--- config.mk ---
export PLATFORM = sky130hd
export DESIGN_NAME = mac_sat_unit
export DESIGN_NICKNAME = d
export VERILOG_FILES = /design/src/rtl/mac_pkg.sv /design/src/rtl/mac_decode.sv /design/src/rtl/mac_mult.sv /design/src/rtl/mac_accum.sv /design/src/rtl/mac_sat_unit.sv
export SDC_FILE = /design/constraint.sdc
export NUM_CORES = 2
export LEC_CHECK = 0
export BUFFER_PORTS_ARGS = -buffer_cell sky130_fd_sc_hd__buf_4
export CAP_MARGIN = 10
export CORE_AREA = 2 2 295 297
export CTS_CLUSTER_SIZE = 30
export DETAILED_ROUTE_END_ITERATION = 10
export DIE_AREA = 0 0 297 299
export GPL_TIMING_DRIVEN = 0
export PLACE_DENSITY = 0.84
export SYNTH_ARGS = -nofsm -noshare
export SYNTH_HDL_FRONTEND = slang
export SYNTH_SLANG_ARGS = --single-unit
--- constraint.sdc ---
create_clock -name clk -period 10.1 [get_ports clk]
set_input_delay 2.02 -clock clk [delete_from_list [all_inputs] [get_ports clk]]
set_output_delay 2.02 -clock clk [all_outputs]
set_load 0.1 [all_outputs]
--- src/rtl/mac_pkg.sv ---
package mac_pkg;
   localparam logic [5:0] MAJOR_SPECIAL = 6'b000000;
   localparam logic [5:0] FUNC_MACC     = 6'b101000;

   typedef struct packed {
      logic sat;
      logic hi;
      logic us;
   } mac_mode_t;
endpackage

--- src/rtl/mac_decode.sv ---
module mac_decode
   import mac_pkg::*;
(
   input  logic [31:0] instr,
   output logic        hit,
   output mac_mode_t   mode,
   output logic [4:0]  rd
);
   logic unused_fields;

   assign hit  = (instr[31:26] == MAJOR_SPECIAL) &&
                 (instr[5:0]   == FUNC_MACC) &&
                 (instr[7:6]   == 2'b00);
   assign mode = '{sat: instr[10], hi: instr[9], us: instr[8]};
   assign rd   = instr[15:11];
   assign unused_fields = ^instr[25:16];
endmodule

--- src/rtl/mac_mult.sv ---
module mac_mult
   import mac_pkg::*;
#(
   parameter int XLEN   = 32,
   parameter int STAGES = 2
) (
   input  logic              clk,
   input  logic              rst_n,
   input  logic              in_vld,
   input  logic [XLEN-1:0]   op_a,
   input  logic [XLEN-1:0]   op_b,
   input  mac_mode_t         in_mode,
   input  logic [4:0]        in_rd,
   output logic              out_vld,
   output logic [2*XLEN-1:0] out_prod,
   output mac_mode_t         out_mode,
   output logic [4:0]        out_rd
);
   localparam int HALF = XLEN / 2;
   localparam int PW   = 2 * XLEN;

   logic signed [XLEN:0]     ext_a, ext_b;
   logic signed [PW+1:0]     prod_full;
   logic                     unused_top;

   function automatic logic signed [XLEN:0] shape(input logic [XLEN-1:0] v,
                                                  input mac_mode_t m);
      logic signed [XLEN:0] r;
      if (m.sat) begin
         if (m.us) r = {{(HALF+1){1'b0}}, v[HALF-1:0]};
         else      r = {{(HALF+1){v[HALF-1]}}, v[HALF-1:0]};
      end else begin
         if (m.us) r = {1'b0, v};
         else      r = {v[XLEN-1], v};
      end
      return r;
   endfunction

   always_comb begin
      ext_a     = shape(op_a, in_mode);
      ext_b     = shape(op_b, in_mode);
      prod_full = ext_a * ext_b;
   end
   assign unused_top = ^prod_full[PW+1:PW];

   logic              vld_q  [STAGES];
   logic [PW-1:0]     prod_q [STAGES];
   mac_mode_t         mode_q [STAGES];
   logic [4:0]        rd_q   [STAGES];

   always_ff @(posedge clk) begin
      if (!rst_n) begin
         for (int k = 0; k < STAGES; k++) vld_q[k] <= 1'b0;
      end else begin
         vld_q[0] <= in_vld;
         for (int k = 1; k < STAGES; k++) vld_q[k] <= vld_q[k-1];
      end
   end

   always_ff @(posedge clk) begin
      prod_q[0] <= prod_full[PW-1:0];
      mode_q[0] <= in_mode;
      rd_q[0]   <= in_rd;
      for (int k = 1; k < STAGES; k++) begin
         prod_q[k] <= prod_q[k-1];
         mode_q[k] <= mode_q[k-1];
         rd_q[k]   <= rd_q[k-1];
      end
   end

   generate
      if (STAGES == 1) begin : g_single
         assign out_vld  = vld_q[0];
         assign out_prod = prod_q[0];
         assign out_mode = mode_q[0];
         assign out_rd   = rd_q[0];
      end else begin : g_chain
         assign out_vld  = vld_q[STAGES-1];
         assign out_prod = prod_q[STAGES-1];
         assign out_mode = mode_q[STAGES-1];
         assign out_rd   = rd_q[STAGES-1];
      end
   endgenerate
endmodule

--- src/rtl/mac_accum.sv ---
module mac_accum
   import mac_pkg::*;
#(
   parameter int XLEN = 32
) (
   input  logic [XLEN-1:0]   hi_cur,
   input  logic [XLEN-1:0]   lo_cur,
   input  logic [2*XLEN-1:0] prod,
   input  mac_mode_t         mode,
   output logic [XLEN-1:0]   hi_nxt,
   output logic [XLEN-1:0]   lo_nxt
);
   localparam int SW = XLEN + 3;
   localparam logic signed [SW-1:0] S_MAX = {{4{1'b0}}, {(XLEN-1){1'b1}}};
   localparam logic signed [SW-1:0] S_MIN = {{4{1'b1}}, {(XLEN-1){1'b0}}};
   localparam logic signed [SW-1:0] U_MAX = {3'b000, {XLEN{1'b1}}};

   logic [2*XLEN-1:0]     wrap_sum;
   logic signed [SW-1:0]  acc_x, prd_x, sat_sum;
   logic [XLEN-1:0]       clamped;
   logic                  unused_prod;

   assign unused_prod = ^prod[2*XLEN-1:XLEN+2];

   always_comb begin
      wrap_sum = {hi_cur, lo_cur} + prod;
      acc_x    = mode.us ? {3'b000, lo_cur} : {{3{lo_cur[XLEN-1]}}, lo_cur};
      prd_x    = {prod[XLEN+1], prod[XLEN+1:0]};
      sat_sum  = acc_x + prd_x;
      if (mode.us) begin
         if (sat_sum > U_MAX)          clamped = {XLEN{1'b1}};
         else if (sat_sum < 0)         clamped = '0;
         else                          clamped = sat_sum[XLEN-1:0];
      end else begin
         if (sat_sum > S_MAX)          clamped = S_MAX[XLEN-1:0];
         else if (sat_sum < S_MIN)     clamped = S_MIN[XLEN-1:0];
         else                          clamped = sat_sum[XLEN-1:0];
      end
      if (mode.sat) begin
         lo_nxt = clamped;
         hi_nxt = mode.us ? '0 : {XLEN{clamped[XLEN-1]}};
      end else begin
         lo_nxt = wrap_sum[XLEN-1:0];
         hi_nxt = wrap_sum[2*XLEN-1:XLEN];
      end
   end
endmodule

--- src/rtl/mac_sat_unit.sv ---
module mac_sat_unit
   import mac_pkg::*;
#(
   parameter int XLEN    = 32,
   parameter int LATENCY = 3
) (
   input  logic            clk,
   input  logic            rst_n,
   input  logic            issue_valid,
   output logic            issue_ready,
   input  logic [31:0]     issue_instr,
   input  logic [XLEN-1:0] src_a,
   input  logic [XLEN-1:0] src_b,
   output logic            wb_valid,
   output logic [4:0]      wb_rd,
   output logic [XLEN-1:0] wb_data,
   output logic [XLEN-1:0] hi_out,
   output logic [XLEN-1:0] lo_out
);
   localparam int MUL_STAGES = LATENCY - 1;

   generate
      if (LATENCY < 2) begin : g_bad_latency
         $error("mac_sat_unit: LATENCY must be at least 2");
      end
      if ((XLEN % 2) != 0 || XLEN < 8) begin : g_bad_xlen
         $error("mac_sat_unit: XLEN must be even and at least 8");
      end
   endgenerate

   logic            dec_hit;
   mac_mode_t       dec_mode;
   logic [4:0]      dec_rd;
   logic            accept;
   logic            busy;

   logic            s0_vld;
   logic [XLEN-1:0] s0_a, s0_b;
   mac_mode_t       s0_mode;
   logic [4:0]      s0_rd;

   logic              m_vld;
   logic [2*XLEN-1:0] m_prod;
   mac_mode_t         m_mode;
   logic [4:0]        m_rd;

   logic [XLEN-1:0] hi_q, lo_q, hi_n, lo_n;
   logic            wb_sat_q, wb_us_q;

   mac_decode u_dec (
      .instr (issue_instr),
      .hit   (dec_hit),
      .mode  (dec_mode),
      .rd    (dec_rd)
   );

   assign issue_ready = !busy;
   assign accept      = issue_valid && issue_ready && dec_hit;

   always_ff @(posedge clk) begin
      if (!rst_n) begin
         busy   <= 1'b0;
         s0_vld <= 1'b0;
      end else begin
         s0_vld <= accept;
         if (accept)     busy <= 1'b1;
         else if (m_vld) busy <= 1'b0;
      end
   end

   always_ff @(posedge clk) begin
      if (accept) begin
         s0_a    <= src_a;
         s0_b    <= src_b;
         s0_mode <= dec_mode;
         s0_rd   <= dec_rd;
      end
   end

   mac_mult #(.XLEN(XLEN), .STAGES(MUL_STAGES)) u_mult (
      .clk      (clk),
      .rst_n    (rst_n),
      .in_vld   (s0_vld),
      .op_a     (s0_a),
      .op_b     (s0_b),
      .in_mode  (s0_mode),
      .in_rd    (s0_rd),
      .out_vld  (m_vld),
      .out_prod (m_prod),
      .out_mode (m_mode),
      .out_rd   (m_rd)
   );

   mac_accum #(.XLEN(XLEN)) u_acc (
      .hi_cur (hi_q),
      .lo_cur (lo_q),
      .prod   (m_prod),
      .mode   (m_mode),
      .hi_nxt (hi_n),
      .lo_nxt (lo_n)
   );

   always_ff @(posedge clk) begin
      if (!rst_n) begin
         hi_q     <= '0;
         lo_q     <= '0;
         wb_valid <= 1'b0;
         wb_rd    <= '0;
         wb_data  <= '0;
         wb_sat_q <= 1'b0;
         wb_us_q  <= 1'b0;
      end else begin
         wb_valid <= m_vld;
         if (m_vld) begin
            hi_q     <= hi_n;
            lo_q     <= lo_n;
            wb_rd    <= m_rd;
            wb_data  <= m_mode.hi ? hi_n : lo_n;
            wb_sat_q <= m_mode.sat;
            wb_us_q  <= m_mode.us;
         end
      end
   end

   assign hi_out = hi_q;
   assign lo_out = lo_q;
endmodule

== Yosys cells after proc, flatten, opt, wreduce, memory -nomap -nowiden ==
Memory sizes are Yosys's and may differ from the RTL's. A register that Yosys moved wholly into a read port is not among the register bits.
Index checks and enable logic that the tools add are counted.
Word-level totals
  output and inout port bits: 103
  memory bits (read-only): 0
  latch bits: 0
  memories kept: 4
  logic and storage cells: 57
  input bits: 99
  bits in registers: 171
  bits in writable memories: 146
Memories
  u_mult.prod_q: depth 2, bits a word 64, read ports 2, clocked after Yosys merged registers in 0, wr ports 2, line mac_mult.sv:47  | logic [PW-1:0] prod_q [STAGES];
  u_mult.rd_q: depth 2, bits a word 5, read ports 2, clocked after Yosys merged registers in 1, wr ports 2, line mac_mult.sv:49  | logic [4:0] rd_q [STAGES];
  u_mult.mode_q: depth 2, bits a word 3, read ports 2, clocked after Yosys merged registers in 0, wr ports 2, line mac_mult.sv:48  | mac_mode_t mode_q [STAGES];
  u_mult.vld_q: depth 2, bits a word 1, read ports 2, clocked after Yosys merged registers in 0, wr ports 2, line mac_mult.sv:46  | logic vld_q [STAGES];
Operators by class
  reductions and logical operators: 9
  multipliers: 1
  add/sub/neg operators: 2
  shift operators: 0
  $lt $le $gt $ge: 4
  mux-type cells: 22
  bitwise logic cells: 2
  equal/unequal tests: 1
  div/mod/pow operators: 0
Operators with widths (count)
  2-to-1 mux 32 bit: 9
  2-to-1 mux 33 bit: 6
  adder 64 bit: 1
  multiplier 33 x 33 -> 64 bit: 1
  adder 35 x 34 -> 35 bit: 1
  greater-than comparator 35 x 32 -> 1 bit (second input constant): 1
  greater-than comparator 35 x 33 -> 1 bit (second input constant): 1
  < comparator 35 x 1 -> 1 bit (second input constant): 1
  < comparator 35 x 32 -> 1 bit (second input constant): 1
  2-to-1 mux 35 bit: 1
  == test 6 bit (second input constant): 1
  zero test 6 bit: 1
  2-to-1 mux 1 bit: 6
  logical AND 1 bit: 4
  zero test 1 bit: 2
  zero test 2 bit: 1
  bitwise OR 1 bit: 2
  nonzero test 2 bit: 1

== Depth between registers and ports, before layout ==
  depth after elaboration: 9
  gate-level depth with buffers: 36
  mapped depth without buffers: 33

== Hierarchy ==
From an unflattened synthesis, not the netlist that was laid out.
Second synthesis, totals
  cells, all modules: 5520
  area, all modules: 52489.1 um2
Modules (own cells, without submodules)
  mac_mult: times used 1, cells each 4376, area each 41466.0 um2, sequential area each 2922.8 um2
  mac_sat_unit: times used 1, cells each 446, area each 6384.9 um2, sequential area each 4244.1 um2
  mac_accum: times used 1, cells each 685, area each 4541.9 um2, sequential area each 0.0 um2
  mac_decode: times used 1, cells each 13, area each 96.3 um2, sequential area each 0.0 um2

== Worst setup path before layout ==
OpenSTA, ideal clock, no wires.
  path kind: register -> register
  from: register s0_a[15]
  to: memory u_mult.prod_q[0][61] in the netlist's numbering
  slack: 1.290 ns
  arrival: 8.686 ns
  cell stages (with the launch flop): 33
  data required time: 9.977 ns
  setup time: 0.123 ns
  buffers on the path: 3
  clock period less this slack: 8.810 ns
  path through: edfxtp_1 > clkbuf_1 > clkinv_1 > o21ai_1 > clkbuf_1 > o21a_1 > clkbuf_1 > and2_1 > fa_1 > fa_1 > inv_1 > fa_1 > inv_1 > fa_1 > fa_1 > fa_1 > fa_1 > inv_1 > fa_1 > inv_1 > ha_1 > a21o_1 > a21o_1 > a2111oi_4 > o31ai_1 > a221oi_2 > o21ai_2 > a31o_2 > a31oi_1 > a21oi_1 > a2111oi_0 > o21bai_1 > xor2_1
RTL lines
  start, declared: line mac_sat_unit.sv:38  | logic [XLEN-1:0] s0_a, s0_b;
  start signal, assigned: line mac_sat_unit.sv:73  | s0_a <= src_a;
  end, declared: line mac_mult.sv:47

==> results.json <==
{
  "outcome": "complete, no violations",
  "nets": 7136,
  "synth-main-ff-cell": "dfxtp_1",
  "slowest_delay_ps": 600,
  "ant_nets": 0,
  "route.detailed.drc": 0,
  "clockBufferDepth": 3,
  "cts_made_buffers": 35,
  "worst_pin_slew_ps": 1200,
  "drv_cap": 0,
  "maxSlewHeadroom": 0.202,
  "h-tree-depth": 2,
  "critPathMostFrequentCell": "fa_1",
  "cts_tree": "yes",
  "syn_area_um2": 51000,
  "period_needed_ps": 9910,
  "synth_top_area_share": 0.442,
  "clock_latency_ps": 620,
  "vias_per_cell": 5.93,
  "yosys_warnings": 0,
  "period_share": 0.981,
  "core_um2": 85900,
  "numPortBuffers": 191,
  "grt_pass1_wl_um": 261000,
  "rsz0062_at_grt": "false",
  "clock.fmax_mhz": 101,
  "gp_congestion": 1.07,
  "wl_per_cell_um": 25.5,
  "fp-row-count": 108,
  "ys_ff_latch": 322,
  "seq_area_frac_synth": 0.141,
  "synth_cell_types": 83,
  "worstSetupPathType": "register to register",
  "power.density_nw_per_um2": 50.3,
  "num_vias": 40477,
  "post-synth-top-area-cell": "fa_1",
  "drive_gt1_frac": 0.0747,
  "syn_to_final_growth_pct": 8.54,
  "ys_top_cells_by_area": "fa_1 44%, dfxtp_1 9.8%, inv_1 8.2%",
  "avgSynthCellArea_um2": 9.44,
  "drtIter0Drc": 4127,
  "drt_pass1_iterations": 7,
  "grt.total_usage": 0.398,
  "initial_utilization": 0.593,
  "crit_arrival_ps": 10380,
  "synth-edff-count": 72,
  "critPathSlowestCell": "fa_1",
  "clock_sinks": 322,
  "synth_most_common_cell": "fa_1",
  "hpwl_um": 143000,
  "grt_max_degree": 63,
  "synth_common_cells": "1126 x fa_1, 1117 x inv_1, 694 x nand2_1, 361 x and2_1, 302 x nor2_1",
  "peakVddDrop_v": 0.000131,
  "required_ps": 10570,
  "fin_cells": 6821,
  "setup_viol": 0,
  "end_kind": "register",
  "slew_viol_final": 0,
  "die_x_um": 297,
  "power_w": 0.00278,
  "grt_overflow": 0,
  "syn_nets": 6903,
  "min_path_type": "register to register",
  "worstSetupStartpointType": "register",
  "grt_pass1_vias": 42350,
  "fp.dieH_um": 299,
  "dp_cells": 6748,
  "path_clk_slew_ps": 60,
  "cts-root-buf": "clkbuf_16",
  "hold_violations": 0,
  "final.setup.worst_slack_ps": 191,
  "ys_async_sr_fraction": 0,
  "worstPathMaxFanout": 10,
  "pre_cts_slack_ps": -1660,
  "fillCellCount": 7082,
  "drt-total-wl_um": 174000,
  "finClkSkew_ps": 68.7,
  "antenna_found_initial": 7,
  "leakage_nw": 27.4,
  "io_pins": 202,
  "cts_hold_buf": 0,
  "dieArea_um2": 88800,
  "netlist_instances": 5401
}
power by group:
part / switching [W] / internal, W
combinational: 0.0000563 / 0.0000456
sequential: 0.00000478 / 0.00132
clock: 0.000595 / 0.000758
registers in the layout, indices dropped and copies added (netlist names), 2 cells and up:
| name | flops |
|---|---|
| hi_out | 32 |
| s0_mode | 3 |
| s0_rd | 5 |
| wb_rd | 5 |
| s0_a | 32 |
| lo_out | 32 |
| u_mult.mode_q | 6 |
| u_mult.rd_q | 10 |
| u_mult.vld_q | 2 |
| u_mult.prod_q | 128 |
| s0_b | 32 |
| wb_data | 32 |
through the flow:
stage          hold WS [ps]  TNS, ps  instance area [um2]  utilization
3_3_place_gp            310   -29090                53900        0.627
2_1_floorplan           310        0                51000            -
3_5_place_dp            312   -30010                53900        0.627
5_1_grt                 325        0                55300        0.644
6_report                323        0                55300        0.644
4_1_cts                 322        0                55200        0.643
routing by layer:
layer / GRT usage / vias to the layer above / share of wire
met5: 0 / - / 0.00017
met4: 0.256 / 4 / 0.077
met3: 0.133 / 682 / 0.13
met2: 0.600 / 2662 / 0.44
met1: 0.496 / 20333 / 0.35
li1: - / 16796 / -
kinds of logic after synthesis:
| logic type | synth area share |
|---|---|
| compound gates | 0.0880 |
| xor+xnor | 0.0225 |
| fa+ha+maj | 0.510 |
| buf+inv | 0.102 |
| flops | 0.141 |
| mux | 0.00236 |
| simple gates | 0.135 |
area by class of cell:
cell class              count  area (um2)  area share
clock inverters            20         243     0.00439
inverters                1120        4210      0.0761
diodes                      5        12.5    0.000226
flip-flops and latches    322        7170       0.129
well taps                1155        1450      0.0261
plain buffers             255        1070      0.0193
repair buffers            200        1530      0.0277
clock buffers              44         950      0.0172
multi-input cells        3700       38700       0.700
worst paths after layout:
| path | startpoint | to | slack [ps] | cells after the start |
|---|---|---|---|---|
| max | s0_a[15] | u_mult.prod_q[0][61] | 190 | 31 |
| min | u_mult.prod_q[0][48] | u_mult.prod_q[0][112] | 320 | 0 |
| max reg2reg | s0_a[15] | u_mult.prod_q[0][61] | 190 | 31 |
| min reg2reg | u_mult.prod_q[0][48] | u_mult.prod_q[0][112] | 320 | 0 |
layout by cell type (no fill, tap or decap), drive strengths merged, types with 19 or more instances in the layout:
| master | synthesis | layout |
|---|---|---|
| edfxtp | 72 | 72 |
| a21o | 102 | 102 |
| dfxtp | 250 | 250 |
| a31oi | 22 | 22 |
| ha | 277 | 277 |
| and2 | 361 | 361 |
| a211oi | 70 | 70 |
| o221a | 19 | 19 |
| o21ai | 114 | 114 |
| nand4 | 20 | 20 |
| fa | 1126 | 1126 |
| nand3 | 22 | 22 |
| nor2 | 303 | 303 |
| o21bai | 22 | 22 |
| nand2 | 694 | 694 |
| inv | 1118 | 1122 |
| clkbuf | 240 | 275 |
| xor2 | 42 | 42 |
| buf | 19 | 223 |
| xnor2 | 89 | 89 |
| a21oi | 184 | 184 |
| o21a | 49 | 49 |
repair_timing:
item | CTS | global route
setup endpoints to repair | 39 | 11
pin swaps | 0 | 1
gates resized for setup | 61 | 66
setup buffers | 5 | 3
hold endpoints to repair | 0 | 0
critical path, delay by kind of cell, from the launching register on:
family	cells	cell delay (ps)
buffers and inverters	7	960
AO/OA/AOI/OAI	13	3370
AND/OR/NAND/NOR	1	180
adder cells (fa/ha/maj)	9	4510
XOR/XNOR	1	170
flip-flops	1	570
Power figures use the tool's default switching activity.
